`config.mk`:
```
export PLATFORM = sky130hd
export DESIGN_NAME = fft_bfly_agen
export DESIGN_NICKNAME = d
export VERILOG_FILES = /design/src/rtl/fft_agen_pkg.sv /design/src/rtl/fft_agen_len_chk.sv /design/src/rtl/fft_agen_walk.sv /design/src/rtl/fft_bfly_agen.sv
export SDC_FILE = /design/constraint.sdc
export NUM_CORES = 1
export LEC_CHECK = 0
export BUFFER_PORTS_ARGS = -buffer_cell sky130_fd_sc_hd__buf_2
export CORE_ASPECT_RATIO = 1.5
export CORE_UTILIZATION = 40
export CTS_CLUSTER_DIAMETER = 200
export CTS_CLUSTER_SIZE = 16
export DETAILED_ROUTE_END_ITERATION = 10
export PLACE_DENSITY = 0.62
export SLEW_MARGIN = 25
export SYNTH_ARGS = -nofsm -noshare
export SYNTH_HDL_FRONTEND = slang
export SYNTH_HIERARCHICAL = 1
export SYNTH_SLANG_ARGS = --single-unit
export TNS_END_PERCENT = 5
```
`constraint.sdc`:
```
create_clock -name clk -period 8.3 [get_ports clk]
set_input_delay 2.075 -clock clk [delete_from_list [all_inputs] [get_ports clk]]
set_output_delay 2.075 -clock clk [all_outputs]
set_load 0.01 [all_outputs]
```
`src/rtl/fft_agen_pkg.sv`:
```
package fft_agen_pkg;

    typedef enum logic {
        WALK_IDLE = 1'b0,
        WALK_RUN  = 1'b1
    } walk_state_e;

endpackage

```
`src/rtl/fft_agen_len_chk.sv`:
```
module fft_agen_len_chk #(
    parameter int MAX_LOG2 = 6,
    localparam int LW = $clog2(MAX_LOG2 + 1)
) (
    input  logic          start,
    input  logic          busy,
    input  logic [LW-1:0] log2_len,
    output logic          launch
);

    logic len_ok;

    // A length code is legal from 1 up to the built maximum
    always_comb begin
        len_ok = (log2_len != '0) && (int'(log2_len) <= MAX_LOG2);
        launch = start && !busy && len_ok;   // ignored while running
    end

endmodule

```
`src/rtl/fft_agen_walk.sv`:
```
module fft_agen_walk
    import fft_agen_pkg::*;
#(
    parameter int MAX_LOG2 = 6,
    localparam int LW = $clog2(MAX_LOG2 + 1),
    localparam int IW = MAX_LOG2
) (
    input  logic          clk,
    input  logic          rst_n,
    input  logic          launch,
    input  logic [LW-1:0] log2_len,
    input  logic          out_ready,
    output logic          busy,
    output logic          out_valid,
    output logic [IW-1:0] idx_lo,
    output logic [IW-1:0] idx_hi,
    output logic [IW-1:0] twid,
    output logic          done
);

    typedef struct packed {
        walk_state_e   st;
        logic [LW-1:0] lg;     // captured length code
        logic [LW-1:0] stg;    // stage number, half size = 1 << stg
        logic [IW-1:0] base;   // group start
        logic [IW-1:0] off;    // butterfly offset inside group
        logic [IW-1:0] k;      // twiddle position
    } walk_t;

    walk_t w_d, w_q;

    logic [IW:0]   half_w, size_w, len_w, grp_end;
    logic [IW-1:0] step_w;
    logic [LW-1:0] shift_w;
    logic          last_bf, last_grp, last_stg, fire;

    always_comb begin
        half_w   = (IW+1)'(1) << w_q.stg;
        size_w   = half_w << 1;
        len_w    = (IW+1)'(1) << w_q.lg;
        shift_w  = w_q.lg - w_q.stg - LW'(1);
        step_w   = IW'(1) << shift_w;
        grp_end  = {1'b0, w_q.base} + size_w;
        last_bf  = ({1'b0, w_q.off} == half_w - (IW+1)'(1));
        last_grp = (grp_end == len_w);
        last_stg = (w_q.stg == w_q.lg - LW'(1));

        out_valid = (w_q.st == WALK_RUN);
        busy      = out_valid;
        idx_lo    = w_q.base + w_q.off;
        idx_hi    = idx_lo + half_w[IW-1:0];
        twid      = w_q.k;
        done      = out_valid && last_bf && last_grp && last_stg;
        fire      = out_valid && out_ready;

        w_d = w_q;
        if (w_q.st == WALK_IDLE) begin
            if (launch) begin
                w_d.st   = WALK_RUN;
                w_d.lg   = log2_len;
                w_d.stg  = '0;
                w_d.base = '0;
                w_d.off  = '0;
                w_d.k    = '0;
            end
        end else if (fire) begin
            if (!last_bf) begin
                w_d.off = w_q.off + IW'(1);
                w_d.k   = w_q.k + step_w;
            end else begin
                w_d.off = '0;
                w_d.k   = '0;                      // new group
                if (!last_grp) begin
                    w_d.base = grp_end[IW-1:0];
                end else begin
                    w_d.base = '0;
                    if (last_stg) begin
                        w_d.st = WALK_IDLE;
                    end else begin
                        w_d.stg = w_q.stg + LW'(1);
                    end
                end
            end
        end
    end

    always_ff @(posedge clk or negedge rst_n) begin
        if (!rst_n) begin
            w_q <= '{st: WALK_IDLE, default: '0};
        end else begin
            w_q <= w_d;
        end
    end

    // the pair differs in exactly one bit, hi above lo
    a_r3_pair_spacing: assert property (@(posedge clk) disable iff (!rst_n)
        out_valid |-> (idx_hi > idx_lo) && $onehot(idx_hi ^ idx_lo));

    // twiddle position stays below n/2
    a_r4_twid_range: assert property (@(posedge clk) disable iff (!rst_n)
        out_valid |-> ({1'b0, twid} < (len_w >> 1)));

    // stalled triplet holds
    a_r6_hold: assert property (@(posedge clk) disable iff (!rst_n)
        (out_valid && !out_ready) |=> out_valid && $stable(idx_lo)
            && $stable(idx_hi) && $stable(twid) && $stable(done));

    // done only with a triplet
    a_r7_done_valid: assert property (@(posedge clk) disable iff (!rst_n)
        done |-> out_valid);

    // the run ends once the final triplet is taken
    a_r7_end: assert property (@(posedge clk) disable iff (!rst_n)
        (out_valid && out_ready && done) |=> !out_valid);

    // a run continues until its final triplet is taken
    a_r8_no_restart: assert property (@(posedge clk) disable iff (!rst_n)
        (out_valid && !(out_ready && done)) |=> out_valid);

endmodule

```
`src/rtl/fft_bfly_agen.sv`:
```
module fft_bfly_agen #(
    parameter int MAX_LOG2 = 6,
    localparam int LW = $clog2(MAX_LOG2 + 1),
    localparam int IW = MAX_LOG2
) (
    input  logic          clk,
    input  logic          rst_n,
    input  logic          start,
    input  logic [LW-1:0] log2_len,
    input  logic          out_ready,
    output logic          out_valid,
    output logic [IW-1:0] idx_lo,
    output logic [IW-1:0] idx_hi,
    output logic [IW-1:0] twid,
    output logic          done
);

    logic launch;
    logic busy;

    fft_agen_len_chk #(.MAX_LOG2(MAX_LOG2)) u_len (
        .start    (start),
        .busy     (busy),
        .log2_len (log2_len),
        .launch   (launch)
    );

    fft_agen_walk #(.MAX_LOG2(MAX_LOG2)) u_walk (
        .clk       (clk),
        .rst_n     (rst_n),
        .launch    (launch),
        .log2_len  (log2_len),
        .out_ready (out_ready),
        .busy      (busy),
        .out_valid (out_valid),
        .idx_lo    (idx_lo),
        .idx_hi    (idx_hi),
        .twid      (twid),
        .done      (done)
    );

    // nothing presented straight out of reset
    a_r1_quiet_after_reset: assert property (@(posedge clk) disable iff (!rst_n)
        $rose(rst_n) |-> !out_valid && !done);

endmodule

```
* After elaboration in Yosys (flattened, before gate mapping)
Index checks and enable logic that the tools add are counted.
** Storage, ports and cells
- Output and inout port bits :: 20
- Flip-flop bits (word level) :: 25
- Word-level logic and storage cells :: 55
** Operators by class
- Bitwise logic cells :: 1
- Reductions and logical operators :: 14
- Mux-type cells :: 13
- Shifts and indexed selects :: 3
- Add/subtract/negate cells :: 10
- Eq/ne operators :: 7
- Magnitude comparators :: 1
** Operators with widths (count)
- 21-bit two-way mux :: 2
- 25-bit two-way mux :: 1
- 6-bit adder :: 3
- 1-bit by 3-bit left shift with 7-bit output (first input constant) :: 2
- 12-bit two-way mux :: 1
- 9-bit two-way mux :: 1
- 2-bit inequality test (second input constant) :: 4
- 6-bit by 7-bit adder with 7-bit output :: 1
- 6-bit by 7-bit == test with 1-bit output :: 1
- 7-bit == test :: 1
- 1-bit logical AND :: 7
- 7-bit by 1-bit subtractor with 7-bit output (second input constant) :: 1
- 6-bit by 1-bit adder with 6-bit output (second input constant) :: 1
- 3-bit two-way mux :: 2
- 6-bit two-way mux :: 1
- 1-bit by 3-bit left shift with 6-bit output (first input constant) :: 1
- 3-bit by 1-bit subtractor with 3-bit output (second input constant) :: 2
- 1-bit two-way mux :: 5
- 5-bit AND reduction :: 1
- 2-bit AND reduction :: 2
- 3-bit by 1-bit adder with 3-bit output (second input constant) :: 1
- 3-bit == test :: 1
- 3-bit less-or-equal comparator (second input constant) :: 1
- 3-bit AND reduction :: 1
- 5 further kinds :: 5

* Depth between registers and ports, before layout
Gate-level depths: netlist of the first run.
- Word-level depth :: 7
- Gate-level depth with buffers :: 14
- Gate-level depth less buffers :: 14

* Cells and area by module
The synthesis of the first run kept the hierarchy.
** By module, submodules not included
- fft_agen_walk :: cells each 294, sequential area each 600.6 um2, times used 1, area an instance 2602.5 um2
- fft_agen_len_chk :: cells each 3, sequential area each 0.0 um2, times used 1, area an instance 31.3 um2

* Worst setup path after synthesis of the first run
Ideal clock, no wire load.
- Path type :: reg2out
- From :: reg u_walk/w_q[19] in the netlist's numbering
- To :: out done
- Setup slack :: 2.852 ns
- Stages on the path, launching flop included :: 14
- Buffers on the path :: 2
- Data required time :: 6.225 ns
- Arrival time :: 3.373 ns
- Cell sequence :: dfrtp_1 inv_1 ha_1 buf_6 buf_2 nor2b_1 xor2_1 ha_1 or4_1 a21oi_1 a32oi_1 nor4b_1 nand4b_2 nor3b_1
** Between the ends
- Word-level cells in the longest chain between the ends :: 6
- Elaborated cells between the ends (all ways) :: 9
** Ends and longest elaborated chain
- from (decl) :: line fft_agen_walk.sv:30 : walk_t w_d, w_q;
- from (signal assigned) :: line fft_agen_walk.sv:91 : w_q <= w_d;
- 1-bit by 3-bit left shift with 7-bit output :: line fft_agen_walk.sv:38 : half_w = (IW+1)'(1) << w_q.stg;
- 7-bit by 1-bit subtractor with 7-bit output :: line fft_agen_walk.sv:44 : last_bf = ({1'b0, w_q.off} == half_w - (IW+1)'(1));
- 6-bit by 7-bit == test with 1-bit output :: line fft_agen_walk.sv:44
- 1-bit logical AND (2 in series) :: line fft_agen_walk.sv:53 : done = out_valid && last_bf && last_grp && last_stg;
- 1-bit logical AND (*) :: line fft_agen_walk.sv:53
- to (decl) :: line fft_bfly_agen.sv:15 : output logic done
Every way passes the cells marked *; elsewhere a longest branch is shown, timed or not.

* Worst setup path after layout of the first run
Same ends and word-level chain as after synthesis.

==> results of run 1 <==
-- metrics by stage --
| step | area, sq um | std cells | setup WS [ns] | hold slack (ns) | util |
|---|---|---|---|---|---|
| after floorplan | 2630 | 297 | 2.85 | 0.489 | - |
| after global placement | 2730 | 379 | 2.56 | 0.513 | 0.437 |
| after detailed placement | 2730 | 379 | 2.43 | 0.510 | 0.437 |
| after CTS | 2810 | 383 | 2.11 | 0.535 | 0.448 |
| after global routing | 2810 | 383 | 1.75 | 0.564 | 0.448 |
| final | 2810 | 383 | 2.12 | 0.535 | 0.448 |
-- layer usage --
metal,track usage,part of all wire
met3,0.0158,0.025
met4,0.0817,0.033
met5,0,0
met1,0.227,0.43
met2,0.327,0.52
-- placed cells by master (no fill, tap or decap), drive strengths merged, types with 6 or more instances in the layout --
master,n
a21o,10
a21oi,21
a22o,6
and2,6
buf,27
dfrtp,24
ha,28
inv,21
nand2,23
nor2,11
o21ai,10
o31ai,6
xnor2,28
xor2,11
-- worst max-delay path, cell delays in order, from the launching register on --
cell and delay [ns]:
dfrtp_1 0.47, inv_1 0.11, ha_1 0.50, nor2b_1 0.34, xor2_1 0.19, ha_1 0.28, or4_1 0.54, a21oi_1 0.17
a32oi_1 0.08, nor4b_1 0.38, nand4b_2 0.27, nor3b_1 0.33, buf_2 0.18
-- registers in the layout, indices dropped and copies added (netlist names) --
| register | cells |
|---|---|
| u_walk/busy | 1 |
| u_walk/w_q | 17 |
| u_walk/twid | 6 |
-- worst paths after layout --
check | end | slack, ns | cells after the start
setup reg to reg | u_walk/w_q[19]$_DFFE_PN0P_ | 4.41 | 12
min in group asynchronous | u_walk/w_q[23]$_DFFE_PN0P_ | 1.80 | 1
hold / removal | u_walk/twid[5]$_DFFE_PN0P_ | 0.53 | 1
setup / recovery | done | 2.12 | 12
max in group asynchronous | u_walk/w_q[19]$_DFFE_PN0P_ | 6.12 | 1
hold reg to reg | u_walk/twid[5]$_DFFE_PN0P_ | 0.53 | 1
-- cells by family after synthesis --
| logic type | after synthesis |
|---|---|
| mux | 1 |
| other cells | 1 |
| simple gates | 79 |
| compound gates | 81 |
| flops | 24 |
| xor+xnor | 40 |
| fa+ha+maj | 31 |
| buf+inv | 40 |
-- cell type report --
type	count	area [sq um]
clock buffer	3	41.3
clock inverter	1	30.0
fill	634	3460
inverter	21	78.8
multi-input combinational	233	1820
sequential	24	601
tap	74	92.6
timing repair buffer	27	138
-- power by group --
group | switching (mW) | internal, mW | total (mW)
logic | 0.534 | 0.442 | 0.976
registers | 0.0710 | 0.159 | 0.230
clock network | 0.0398 | 0.0645 | 0.104
total | 0.645 | 0.665 | 1.31
==> impl_metrics.csv, run 1 <==
group,metric,value,unit
status,status,"completed",
finish,area_delta_synth_final,6.51,%
floorplanning,die_w,68.3,microns
finish,finalNetCount,348,
yosys,syn-num-nets,335,
yosys,synth_xor_area_frac,0.138,
yosys,synth_top_area_cell,"dfrtp_1",
clocking,cts_resized,0,
sta,worst_pin_slew,0.731,ns
clocking,post_cts_buffers,0,
detailed_routing,vias,2136,
sta,period_needed,6.18,ns
worst_setup_path,cp-end-kind,"primary output",
clocking,root_buffer,"clkbuf_8",
placed_design,port-buffer-count,26,
yosys,synth_area,2630,sq um
worst_setup_path,critPathRequiredTime,6.23,ns
global_route,grt_overflow,0,
yosys,synth_area_leaders,"dfrtp_1 (23%), ha_1 (13%), xnor2_1 (9.3%)",
clocking,cts_hold_buf,0,
global_route,grt_pass1_vias,2114,
placed_design,gp_congestion,0.886,
detailed_routing,viasPerCell,5.58,
worst_hold_path,min_from,"u_walk/twid[5]$_DFFE_PN0P_",
yosys,synth_edf_count,0,
floorplanning,start_util,0.421,
yosys,avgSynthCellArea,8.87,sq um
power_and_ir_drop,p_total,1.31,mW
yosys,synth_mux_area_frac,0.00428,
worst_setup_path,critPathKind,"reg -> out",
floorplanning,pin_count,27,
detailed_routing,dr.pass1.iters,4,
power_and_ir_drop,leakage,1.32,nW
global_route,grt_use_total,0.187,
floorplanning,die-area,6920,sq um
worst_hold_path,min_path_type,"reg -> reg",
placed_design,hpwl,4.68,mm
clocking,ctsHtreeMaxLevel,1,
yosys,synth_flop_cell,"dfrtp_1",
sta,setup_violations,0,
worst_setup_path,setup.worst_path.start,"u_walk/w_q[19]$_DFFE_PN0P_",
finish,n_antenna_cell,0,
yosys,yosys_warnings,6,
yosys,synth_compound_area_frac,0.225,
detailed_routing,wire_per_inst,15.3,microns
power_and_ir_drop,p_per_area,467,nW/um^2
detailed_routing,routed_wl,5.87,mm
power_and_ir_drop,vdd_ir_drop_max,0.000222,V
clocking,clock_path_buffers,2,
worst_setup_path,critPathLaunchType,"flip-flop",
clocking,cts_tree,"yes",
sta,grt_setup_unrepaired,"false",
yosys,synth_cell_type_count,60,
yosys,synth_adder_area_share,0.156,
finish,final_layout_size_suffix_gt1_frac,0.139,
sta,fin_crit_sh,0.745,
worst_setup_path,path_max_fanout,16,
sta,finClkSkew,0.00699,ns
yosys,seq_area_frac_synth,0.228,
yosys,synth-simple-area-share,0.168,
yosys,yosysTopAreaCellShare,0.228,
sta,tns,0,ns
worst_setup_path,critPathArrivalTime,4.11,ns
clocking,clock-sinks,24,
run,maxCapViolations,0,
yosys,ys_async_sr_fraction,1.00,
yosys,ys_ff_latch,24,
global_route,grt_antenna_before_repair,0,
sta,slew_violations,0,
yosys,ys_top_cells_by_count,"ha_1 (28), xnor2_1 (28), dfrtp_1 (24)",
detailed_routing,drt_iter0_drc,83,
clocking,path_clk_slew,0.09,ns
yosys,synth_cells,297,
global_route,grt_pass1_wl,9.76,mm
clocking,cts_buffers,3,
floorplanning,die_h,101,microns
sta,fmax,162,MHz
sta,max-slew-margin-rel,0.513,
global_route,grt_max_degree,25,
clocking,clkLatencyLatePin,0.27,ns
detailed_routing,drc,0,
floorplanning,core_area,6260,sq um
sta,hold_viol_final,0,
detailed_routing,drtAntennaViolNets,0,
yosys,synth_top_family_by_area,"compound AO/OA/AOI/OAI gates",
worst_setup_path,rr_startpoint,"u_walk/w_q[19]$_DFFE_PN0P_",
floorplanning,rows,35,
Note: power is estimated with default switching activity, not from simulation.
==> run 2: changes to the inputs <==
Settings changed: PLACE_DENSITY 0.62 to 0.64.
Clock period 8.3 ns to 4.95 ns, I/O delays scaled along.
==> impl_metrics.csv, run 2 (synthesized netlist as in run 1, its figures left out) <==
group,metric,value,unit
clocking,ctsHtreeMaxLevel,1,
sta,fin_crit_sh,0.947,
global_route,grt_overflow,0,
worst_setup_path,r2r_slack,1.50,ns
sta,period_needed,4.69,ns
power_and_ir_drop,power_frac_seq,0.173,
finish,final_layout_size_suffix_gt1_frac,0.168,
finish,finalNetCount,354,
floorplanning,pin_count,27,
power_and_ir_drop,p_per_area,777,nW/um^2
finish,layout.cells.non_filler,389,
floorplanning,die-area,6920,sq um
status,status,"completed",
sta,fmax,213,MHz
placed_design,dp_cells,385,
power_and_ir_drop,p_total,2.21,mW
clocking,clock_path_buffers,2,
worst_setup_path,reg2regPathDepth,13,
global_route,grt_antenna_before_repair,0,
placed_design,hpwl,4.77,mm
clocking,cts_resized,0,
worst_setup_path,critPathLaunchType,"flip-flop",
worst_setup_path,path_max_fanout,5,
finish,final_cell_mix,"xnor2_1 (28), ha_1 (28), buf_2 (26)",
floorplanning,die_h,101,microns
detailed_routing,routed_wl,6.07,mm
detailed_routing,drtAntennaViolNets,0,
sta,tns,0,ns
power_and_ir_drop,swShare,0.500,
sta,grt_setup_unrepaired,"false",
sta,worst_pin_slew,0.640,ns
worst_hold_path,min_path_type,"reg -> reg",
run,maxCapViolations,0,
clocking,cts_hold_buf,0,
sta,hold_ws,0.529,ns
clocking,clkLatencyLatePin,0.28,ns
clocking,cts_buffers,3,
placed_design,port-buffer-count,26,
sta,max-slew-margin-rel,0.570,
power_and_ir_drop,vdd_ir_drop_max,0.000343,V
power_and_ir_drop,p_sw,1.11,mW
worst_setup_path,critPathArrivalTime,3.45,ns
worst_hold_path,worst_hold_path.num_cells,1,
detailed_routing,dr.pass1.iters,4,
power_and_ir_drop,leakage,1.34,nW
floorplanning,rows,35,
clocking,root_buffer,"clkbuf_8",
clocking,post_cts_buffers,0,
power_and_ir_drop,clkPwrFrac,0.064,
power_and_ir_drop,p_int,1.11,mW
detailed_routing,drc,0,
clocking,path_clk_slew,0.10,ns
floorplanning,start_util,0.421,
sta,slew_violations,0,
clocking,cts_tree,"yes",
detailed_routing,drt_iter0_drc,99,
finish,n_antenna_cell,0,
floorplanning,die_w,68.3,microns
finish,area_delta_synth_final,8.17,%
global_route,grt_max_degree,25,
sta,worst_slack,0.265,ns
finish,largest_register_ffs,17,
worst_setup_path,critPathRequiredTime,3.71,ns
worst_setup_path,critPathKind,"reg -> out",
sta,finClkSkew,0.00893,ns
clocking,clock-sinks,24,
finish,largest_register,"u_walk/w_q",
global_route,grt_pass1_vias,2181,
detailed_routing,vias,2148,
detailed_routing,wire_per_inst,15.6,microns
sta,setup_violations,0,
placed_design,post-place-ws,0.394,ns
detailed_routing,viasPerCell,5.52,
sta,hold_viol_final,0,
global_route,grt_pass1_wl,10.1,mm
power_and_ir_drop,p_comb_frac,0.763,
worst_setup_path,cp-end-kind,"primary output",
floorplanning,core_area,6260,sq um
placed_design,gp_congestion,0.858,
global_route,grt_use_total,0.194,
==> run 2: worst paths after layout <==
path,startpoint,to
worst max-delay path,u_walk/w_q[18]$_DFFE_PN0P_,done
worst min-delay path,u_walk/twid[5]$_DFFE_PN0P_,u_walk/twid[5]$_DFFE_PN0P_
worst max register to register,u_walk/w_q[18]$_DFFE_PN0P_,u_walk/w_q[19]$_DFFE_PN0P_
worst min register to register,u_walk/twid[5]$_DFFE_PN0P_,u_walk/twid[5]$_DFFE_PN0P_
max in group asynchronous,rst_n,u_walk/w_q[19]$_DFFE_PN0P_
min in group asynchronous,rst_n,u_walk/w_q[23]$_DFFE_PN0P_
==> run 2: metal layers <==
layer	global-route usage	vias to the layer above	routed length, microns
met5	0	-	0
met4	0.0753	0	94
met3	0.0169	6	163
met2	0.356	44	3240
met1	0.222	1021	2580
li1	-	1077	-
==> run 2: area by class of cell <==
type                       count  area [sq um]
fill                         635          3410
tap                           74          92.6
clock buffer                   4          55.1
timing repair buffer          33           183
sequential                    24           602
inverter                      21          78.8
multi-input combinational    233          1840
==> run 2: power by group through the flow <==
stage / clock (mW) / combinational (mW) / sequential (mW)
after global placement: 0 / 1.65 / 0.383
final: 0.142 / 1.69 / 0.383
after detailed placement: 0 / 1.68 / 0.385
after CTS: 0.143 / 1.68 / 0.382
after floorplan: 0 / 1.34 / 0.334
after global routing: 0.149 / 1.89 / 0.397
==> run 2: through the flow <==
stage / cell area (sq um) / util
CTS: 2830 / 0.453
floorplan: 2630 / -
finish: 2850 / 0.455
detailed placement: 2780 / 0.444
global route: 2850 / 0.455
global placement: 2780 / 0.444
==> run 2: worst max-delay path: stages (launching register included) <==
cell,delay (ns)
dfrtp_1,0.43
inv_1,0.14
ha_1,0.18
nor2b_1,0.18
ha_1,0.26
ha_1,0.29
or4_1,0.55
a21oi_1,0.17
a32oi_1,0.09
nor4b_2,0.33
nand4b_2,0.17
nor3b_2,0.23
buf_2,0.16
